<file path="src/rtl/hpa_pkg.sv">
package hpa_pkg;
  localparam int DEF_EW    = 5;
  localparam int DEF_FW    = 10;
  localparam int GRS_BITS  = 3;

  typedef enum logic {
    RND_NEAREST_EVEN = 1'b0,
    RND_TOWARD_ZERO  = 1'b1
  } rnd_mode_e;
endpackage

</file>
<file path="src/rtl/hpa_unpack.sv">
module hpa_unpack #(
  parameter int EW = hpa_pkg::DEF_EW,
  parameter int FW = hpa_pkg::DEF_FW
) (
  input  logic [EW+FW:0] word,
  output logic           sign,
  output logic           is_nan,
  output logic           is_inf,
  output logic [EW-1:0]  exp_eff,
  output logic [FW:0]    sig
);
  logic [EW-1:0] efield;
  logic [FW-1:0] ffield;

  always_comb begin
    sign    = word[EW+FW];
    efield  = word[EW+FW-1:FW];
    ffield  = word[FW-1:0];
    is_nan  = (&efield) && (|ffield);
    is_inf  = (&efield) && !(|ffield);
    // denormals live at the smallest normal exponent without a hidden one
    exp_eff = (efield == '0) ? EW'(1) : efield;
    sig     = {(efield != '0), ffield};
  end
endmodule

</file>
<file path="src/rtl/hpa_align_add.sv">
module hpa_align_add #(
  parameter int EW = hpa_pkg::DEF_EW,
  parameter int FW = hpa_pkg::DEF_FW,
  localparam int GB = hpa_pkg::GRS_BITS,
  localparam int XW = FW + 1 + GB
) (
  input  logic          sa,
  input  logic [EW-1:0] ea,
  input  logic [FW:0]   ma,
  input  logic          sb,
  input  logic [EW-1:0] eb,
  input  logic [FW:0]   mb,
  output logic          sign_big,
  output logic [EW-1:0] exp_big,
  output logic [XW:0]   sum
);
  localparam logic [EW-1:0] XW_E = EW'(XW);

  logic          a_big;
  logic [FW:0]   sig_big, sig_sml;
  logic [EW-1:0] exp_sml, diff, sh;
  logic [XW-1:0] full, mask, aligned;
  logic          lost;

  always_comb begin
    a_big    = {ea, ma} >= {eb, mb};
    sign_big = a_big ? sa : sb;
    exp_big  = a_big ? ea : eb;
    exp_sml  = a_big ? eb : ea;
    sig_big  = a_big ? ma : mb;
    sig_sml  = a_big ? mb : ma;
    diff     = exp_big - exp_sml;
    sh       = (diff > XW_E) ? XW_E : diff;
    full     = {sig_sml, {GB{1'b0}}};
    mask     = (XW'(1) << sh) - XW'(1);
    lost     = |(full & mask);
    aligned  = (full >> sh) | XW'(lost);
    if (sa ^ sb)
      sum = {1'b0, sig_big, {GB{1'b0}}} - {1'b0, aligned};
    else
      sum = {1'b0, sig_big, {GB{1'b0}}} + {1'b0, aligned};
  end
endmodule

</file>
<file path="src/rtl/hpa_norm_round.sv">
module hpa_norm_round #(
  parameter int EW = hpa_pkg::DEF_EW,
  parameter int FW = hpa_pkg::DEF_FW,
  localparam int GB  = hpa_pkg::GRS_BITS,
  localparam int SW  = FW + 1,
  localparam int XW  = SW + GB,
  localparam int EXW = EW + 2
) (
  input  logic                 sign,
  input  logic [EW-1:0]        exp_in,
  input  logic [XW:0]          sum,
  input  hpa_pkg::rnd_mode_e   mode,
  output logic                 zero,
  output logic [EW+FW:0]       word,
  output logic                 ovf,
  output logic                 unf
);
  localparam logic [EXW-1:0] EMAX = EXW'((1 << EW) - 1);

  logic [EXW-1:0] exp_w, exp_n, exp_f, lz, lim, sh;
  logic [XW-1:0]  nrm;
  logic           lsb, grd, stk, up;
  logic [SW:0]    rnd;
  logic [SW-1:0]  mant;

  always_comb begin
    zero  = (sum == '0);
    exp_w = EXW'(exp_in);
    lz    = EXW'(XW);
    for (int i = 0; i < XW; i++)
      if (sum[i]) lz = EXW'(XW - 1 - i);
    lim   = exp_w - EXW'(1);
    sh    = (lz < lim) ? lz : lim;
    if (sum[XW]) begin
      nrm   = {sum[XW:2], sum[1] | sum[0]};
      exp_n = exp_w + EXW'(1);
    end else begin
      nrm   = sum[XW-1:0] << sh;
      exp_n = exp_w - sh;
    end
    lsb  = nrm[GB];
    grd  = nrm[GB-1];
    stk  = |nrm[GB-2:0];
    up   = (mode == hpa_pkg::RND_NEAREST_EVEN) && grd && (stk || lsb);
    rnd  = {1'b0, nrm[XW-1:GB]} + {{SW{1'b0}}, up};
    if (rnd[SW]) begin
      mant  = rnd[SW:1];
      exp_f = exp_n + EXW'(1);
    end else begin
      mant  = rnd[SW-1:0];
      exp_f = exp_n;
    end
    ovf = 1'b0;
    unf = 1'b0;
    if (exp_f >= EMAX) begin
      ovf = 1'b1;
      if (mode == hpa_pkg::RND_NEAREST_EVEN)
        word = {sign, {EW{1'b1}}, {FW{1'b0}}};
      else
        word = {sign, {(EW-1){1'b1}}, 1'b0, {FW{1'b1}}};
    end else begin
      word = {sign, (mant[FW] ? exp_f[EW-1:0] : {EW{1'b0}}), mant[FW-1:0]};
      unf  = !mant[FW] && !zero;
    end
  end
endmodule

</file>
<file path="src/rtl/hpa_adder.sv">
module hpa_adder #(
  parameter int EW = hpa_pkg::DEF_EW,
  parameter int FW = hpa_pkg::DEF_FW,
  localparam int WW = 1 + EW + FW,
  localparam int XW = FW + 1 + hpa_pkg::GRS_BITS
) (
  input  logic          clk,
  input  logic          rst,
  input  logic          in_valid,
  input  logic [WW-1:0] op_a,
  input  logic [WW-1:0] op_b,
  input  logic          op_sub,
  input  logic          rnd_mode,
  output logic          out_valid,
  output logic [WW-1:0] result,
  output logic          ovf,
  output logic          unf
);
  localparam logic [WW-1:0] QNAN = {1'b0, {EW{1'b1}}, 1'b1, {(FW-1){1'b0}}};

  logic [WW-1:0] opw [2];
  logic          sgn [2];
  logic          nan [2];
  logic          inf [2];
  logic [EW-1:0] eex [2];
  logic [FW:0]   sig [2];

  assign opw[0] = op_a;
  assign opw[1] = op_b;

  for (genvar g = 0; g < 2; g++) begin : g_unpack
    hpa_unpack #(.EW(EW), .FW(FW)) u_unpack (
      .word(opw[g]), .sign(sgn[g]), .is_nan(nan[g]), .is_inf(inf[g]),
      .exp_eff(eex[g]), .sig(sig[g])
    );
  end

  logic          sb_eff, sign_big, nr_zero, nr_ovf, nr_unf;
  logic [EW-1:0] exp_big;
  logic [XW:0]   sum;
  logic [WW-1:0] nr_word, nxt_res;
  logic          nxt_ovf, nxt_unf;
  hpa_pkg::rnd_mode_e mode_e;

  assign sb_eff = sgn[1] ^ op_sub;
  assign mode_e = hpa_pkg::rnd_mode_e'(rnd_mode);

  hpa_align_add #(.EW(EW), .FW(FW)) u_align (
    .sa(sgn[0]), .ea(eex[0]), .ma(sig[0]),
    .sb(sb_eff), .eb(eex[1]), .mb(sig[1]),
    .sign_big(sign_big), .exp_big(exp_big), .sum(sum)
  );

  hpa_norm_round #(.EW(EW), .FW(FW)) u_norm (
    .sign(sign_big), .exp_in(exp_big), .sum(sum), .mode(mode_e),
    .zero(nr_zero), .word(nr_word), .ovf(nr_ovf), .unf(nr_unf)
  );

  always_comb begin
    nxt_ovf = 1'b0;
    nxt_unf = 1'b0;
    if (nan[0] || nan[1] || (inf[0] && inf[1] && (sgn[0] != sb_eff)))
      nxt_res = QNAN;
    else if (inf[0])
      nxt_res = {sgn[0], {EW{1'b1}}, {FW{1'b0}}};
    else if (inf[1])
      nxt_res = {sb_eff, {EW{1'b1}}, {FW{1'b0}}};
    else if (nr_zero)
      nxt_res = {sgn[0] & sb_eff, {(WW-1){1'b0}}};
    else begin
      nxt_res = nr_word;
      nxt_ovf = nr_ovf;
      nxt_unf = nr_unf;
    end
  end

  always_ff @(posedge clk) begin
    if (rst) begin
      out_valid <= 1'b0;
      result    <= '0;
      ovf       <= 1'b0;
      unf       <= 1'b0;
    end else begin
      out_valid <= in_valid;
      if (in_valid) begin
        result <= nxt_res;
        ovf    <= nxt_ovf;
        unf    <= nxt_unf;
      end
    end
  end
endmodule

</file>
<file path="config.mk">
export PLATFORM = sky130hd
export DESIGN_NAME = hpa_adder
export DESIGN_NICKNAME = d
export VERILOG_FILES = /design/src/rtl/hpa_pkg.sv /design/src/rtl/hpa_unpack.sv /design/src/rtl/hpa_align_add.sv /design/src/rtl/hpa_norm_round.sv /design/src/rtl/hpa_adder.sv
export SDC_FILE = /design/constraint.sdc
export NUM_CORES = 1
export LEC_CHECK = 0
export BUFFER_PORTS_ARGS = -buffer_cell sky130_fd_sc_hd__buf_2
export CORE_AREA = 3 3 113 115
export DETAILED_ROUTE_END_ITERATION = 10
export DIE_AREA = 0 0 116 118
export PLACE_DENSITY = 0.78
export SLEW_MARGIN = 30
export SYNTH_ARGS = -nofsm -noshare
export SYNTH_HDL_FRONTEND = slang
export SYNTH_HIERARCHICAL = 1
export SYNTH_SLANG_ARGS = --single-unit
</file>
<file path="constraint.sdc">
create_clock -name clk -period 16.2 [get_ports clk]
set_input_delay 2.43 -clock clk [delete_from_list [all_inputs] [get_ports clk]]
set_output_delay 2.43 -clock clk [all_outputs]
set_load 0.01 [all_outputs]
</file>
==> summary.txt <==
Outcome
  – Status: complete, no violations

Synth
  – Post-Syn Area: ~6500 um2
  – FF+latch count, synth: 19
  – EDFF count, synth: 0
  – Avg Cell Area, Syn: slightly below 7 um2
  – Primary FF master, synth: dfxtp_1
  – Mapped Cells: ~940
  – Post-synthesis cell type count: about 110
  – Syn Nets: roughly 1000
  – Synth async-reset ratio: 0%
  – Post-synthesis sequential area ratio: under 10%
  – Synth warn: 6

Global route
  – Total track usage: ~28%
  – Grt total ovfl: 0
  – First-pass GRT wire length: about 32000 um
  – Largest net degree at the start of global routing: 36
  – Vias in the first global route: between 6000 and 7000
  – Initial antenna violation count: 0

Critical path
  – WS Path Type: in -> reg
  – Critical Path Sink Type: register
  – Slowest CP cell: nor4_1
  – Critical Path Fanout Max: 17
  – CP dominant cell by count: nor2_1
  – Worst EP arrival: approximately 15 ns
  – Max incr delay on CP: 0.68 ns
  – Crit path launch type: input port
  – Worst EP required: roughly 16 ns

STA
  – Final setup fails: 0
  – Final Skew: 0 ns
  – Unrepaired setup endpoints after global routing: false
  – Pins over their slew limit: 0
  – Post-route setup slack: approximately 1.3 ns
  – Max-slew headroom: 38.6%
  – Slew of the pin with the lowest slew margin: approximately 0.91 ns
  – Final hold vios: 0
  – Fmax achieved: between 60 and 70 MHz
  – Final min period: 14.92 ns
  – Period Utilization, post-route: 92.1%
  – Setup TNS: 0 ns

Clock network
  – Clock transition at path regs: around 0.050 ns
  – CTS Buffer Depth: 2
  – CTS Hold Bufs: 0
  – Post-CTS setup buffer count: 0
  – CTS tree: done
  – Clk sink count: 19
  – Number of CTS-inserted buffers: 3
  – Clk_lat worst skew: roughly 0.25 ns
  – CTS H-tree depth: 1
  – Root buf cell: clkbuf_16

Cells and area
  – Ant. Diodes: 0
  – Commonest cells after routing, fill and taps aside: nor2_1 (99), nand2_1 (94), a21oi_1 (65), o21ai_0 (63), inv_1 (60)
  – Fillers: about 1100
  – Most common cell after layout, fill and taps aside: nor2_1
  – Area grow syn2layout: 2.83%
  – Area of the multi-input gates: approximately 5400 um2
  – Layout cell share with drive strength beyond 1: approximately 14%
  – Nets: about 1000
  – Register Area: 380 um2

Pwr
  – Internal power: approximately 450 uW
  – Sw Share: around 57%
  – LEAKAGE: roughly 2.9 nW
  – Clk pwr share: under 10%
  – Flop pwr share: 6.8%
  – Comb pwr share: 88.4%
  – Net switching power: 590 uW
  – VDD IR max: 57.4 uV
  – P per Cell Area: about 160 nW/um2

Die
  – I/O pin count: between 50 and 60
  – Core Area: 11900 um2
  – FP Rows: 40
  – DIE AREA: about 14000 um2
  – Die Span Y: roughly 120 um
  – Initial Util: a little over half
  – Die Wd: ~120 um

Route
  – Pre-Repair DR Iteration Count: 6
  – Number of routed nets with antenna violations: 0
  – Routed vias/inst: between 6 and 7
  – Vias: approximately 7000
  – WL/cell: around 18 um
  – Initial drt markers: approximately 940
  – Total Wirelength: 19700 um
  – DRC viols: 0

Run
  – Max-cap violation count: 0

Hold path
  – Min-delay worst type: reg -> reg

Placed design
  – Pre-CTS worst setup slack: roughly 1.1 ns
  – Hpwl dp: between 15000 and 20000 um
  – Port Buffers: 55
  – GP Congestion: roughly 1.0
-- power by group through the flow --
| stage | Sequential (mW) | Combinational, mW | Clock (mW) |
|---|---|---|---|
| global placement | 0.0711 | 0.885 | 0 |
| global route | 0.0722 | 1.01 | 0.0543 |
| finish | 0.0706 | 0.922 | 0.0503 |
| floorplan | 0.0777 | 0.713 | 0 |
| CTS | 0.0704 | 0.900 | 0.0510 |
| detailed placement | 0.0705 | 0.893 | 0 |
-- critical path, delay by kind of cell --
family / cells / cell delay (ns)
fa+ha+maj: 4 / 1.39
mux: 3 / 0.88
simple gates: 19 / 4.26
compound gates: 23 / 5.61
buf+inv: 4 / 0.46
-- stage by stage --
| stage | utilization [%] | std cells | total power, mW | cell area, um2 | hold slack, ns |
|---|---|---|---|---|---|
| after floorplan | - | 936 | 0.790 | 6490 | 0.495 |
| after global placement | 55.3 | 1075 | 0.956 | 6590 | 0.462 |
| after detailed placement | 55.3 | 1075 | 0.964 | 6590 | 0.471 |
| after CTS | 56.0 | 1079 | 1.02 | 6670 | 0.485 |
| after global routing | 56.1 | 1079 | 1.14 | 6680 | 0.510 |
| final | 56.1 | 1079 | 1.04 | 6680 | 0.481 |
-- layout make-up --
type / instances / share of cell area [%]
Clock buffer: 4 / 1.18
Inverter: 65 / 3.73
Multi-Input combinational cell: 778 / 81.3
Sequential cell: 19 / 5.70
Tap cell: 147 / 2.75
Timing Repair Buffer: 66 / 5.36
-- registers in the layout, indices dropped and copies added, names as in the netlist --
signal and count:
result 16, unf 1, out_valid 1, ovf 1
-- logic make-up (layout without fill, tap and decap cells) --
| kind of cell | count (synthesis) | after routing | share of synthesized area [%] |
|---|---|---|---|
| and+or+nand+nor | 340 | 340 | 27.2 |
| muxes | 36 | 36 | 6.53 |
| adders and majority gates | 54 | 54 | 10.6 |
| DFF | 19 | 19 | 5.86 |
| xor gates and xnor gates | 32 | 32 | 4.32 |
| AOI/OAI and AO/OA | 316 | 316 | 34.7 |
| buffers and inverters | 139 | 135 | 10.8 |
-- final timing paths --
path         startpoint         end  slack, ns  depth (start not counted)
max            op_b[10]   result[9]       1.28                         53
min                 unf         unf       0.48                          2
max reg2reg  result[14]  result[14]      15.52                          2
min reg2reg         unf         unf       0.48                          2
-- Yosys cell counts, types with 7 or more instances --
| cell | number | area (um2) |
|---|---|---|
| nor4_1 | 10 | 62.6 |
| xor2_1 | 8 | 70.1 |
| a211oi_1 | 17 | 128 |
| a31oi_1 | 10 | 62.6 |
| nor2b_1 | 7 | 43.8 |
| ha_1 | 52 | 651 |
| and2_1 | 7 | 43.8 |
| nand2b_1 | 16 | 100 |
| nor3_1 | 16 | 80.1 |
| a32oi_1 | 13 | 114 |
| a21oi_1 | 65 | 325 |
| inv_1 | 60 | 225 |
| nand2_1 | 94 | 353 |
| nand4_1 | 11 | 68.8 |
| or3_1 | 7 | 43.8 |
| xnor2_1 | 24 | 210 |
| buf_4 | 31 | 233 |
| o211ai_1 | 8 | 60.1 |
| nor2_1 | 99 | 372 |
| nand3_1 | 25 | 125 |
| buf_2 | 9 | 45.0 |
| dfxtp_1 | 19 | 380 |
| a21o_1 | 12 | 90.1 |
| mux2i_1 | 21 | 210 |
| mux2_2 | 7 | 78.8 |
| o22ai_1 | 8 | 50.1 |
| o21bai_1 | 10 | 75.1 |
| o21ai_0 | 65 | 325 |
| clkbuf_1 | 27 | 101 |
-- layer usage --
layer | GRT usage [%] | part of all wire, % | wire [um]
met1 | 37.5 | 42 | 8180
met2 | 45.1 | 47 | 9220
met3 | 2.78 | 7.2 | 1420
met4 | 10.9 | 4.4 | 865
met5 | 0 | 0 | 0
-- repair_timing --
action                                 in CTS  in global routing
gates resized for setup                     0                  1
endpoints found under the hold margin       0                  0
setup endpoints to repair                   0                  5
Power figures use the tool's default switching activity.
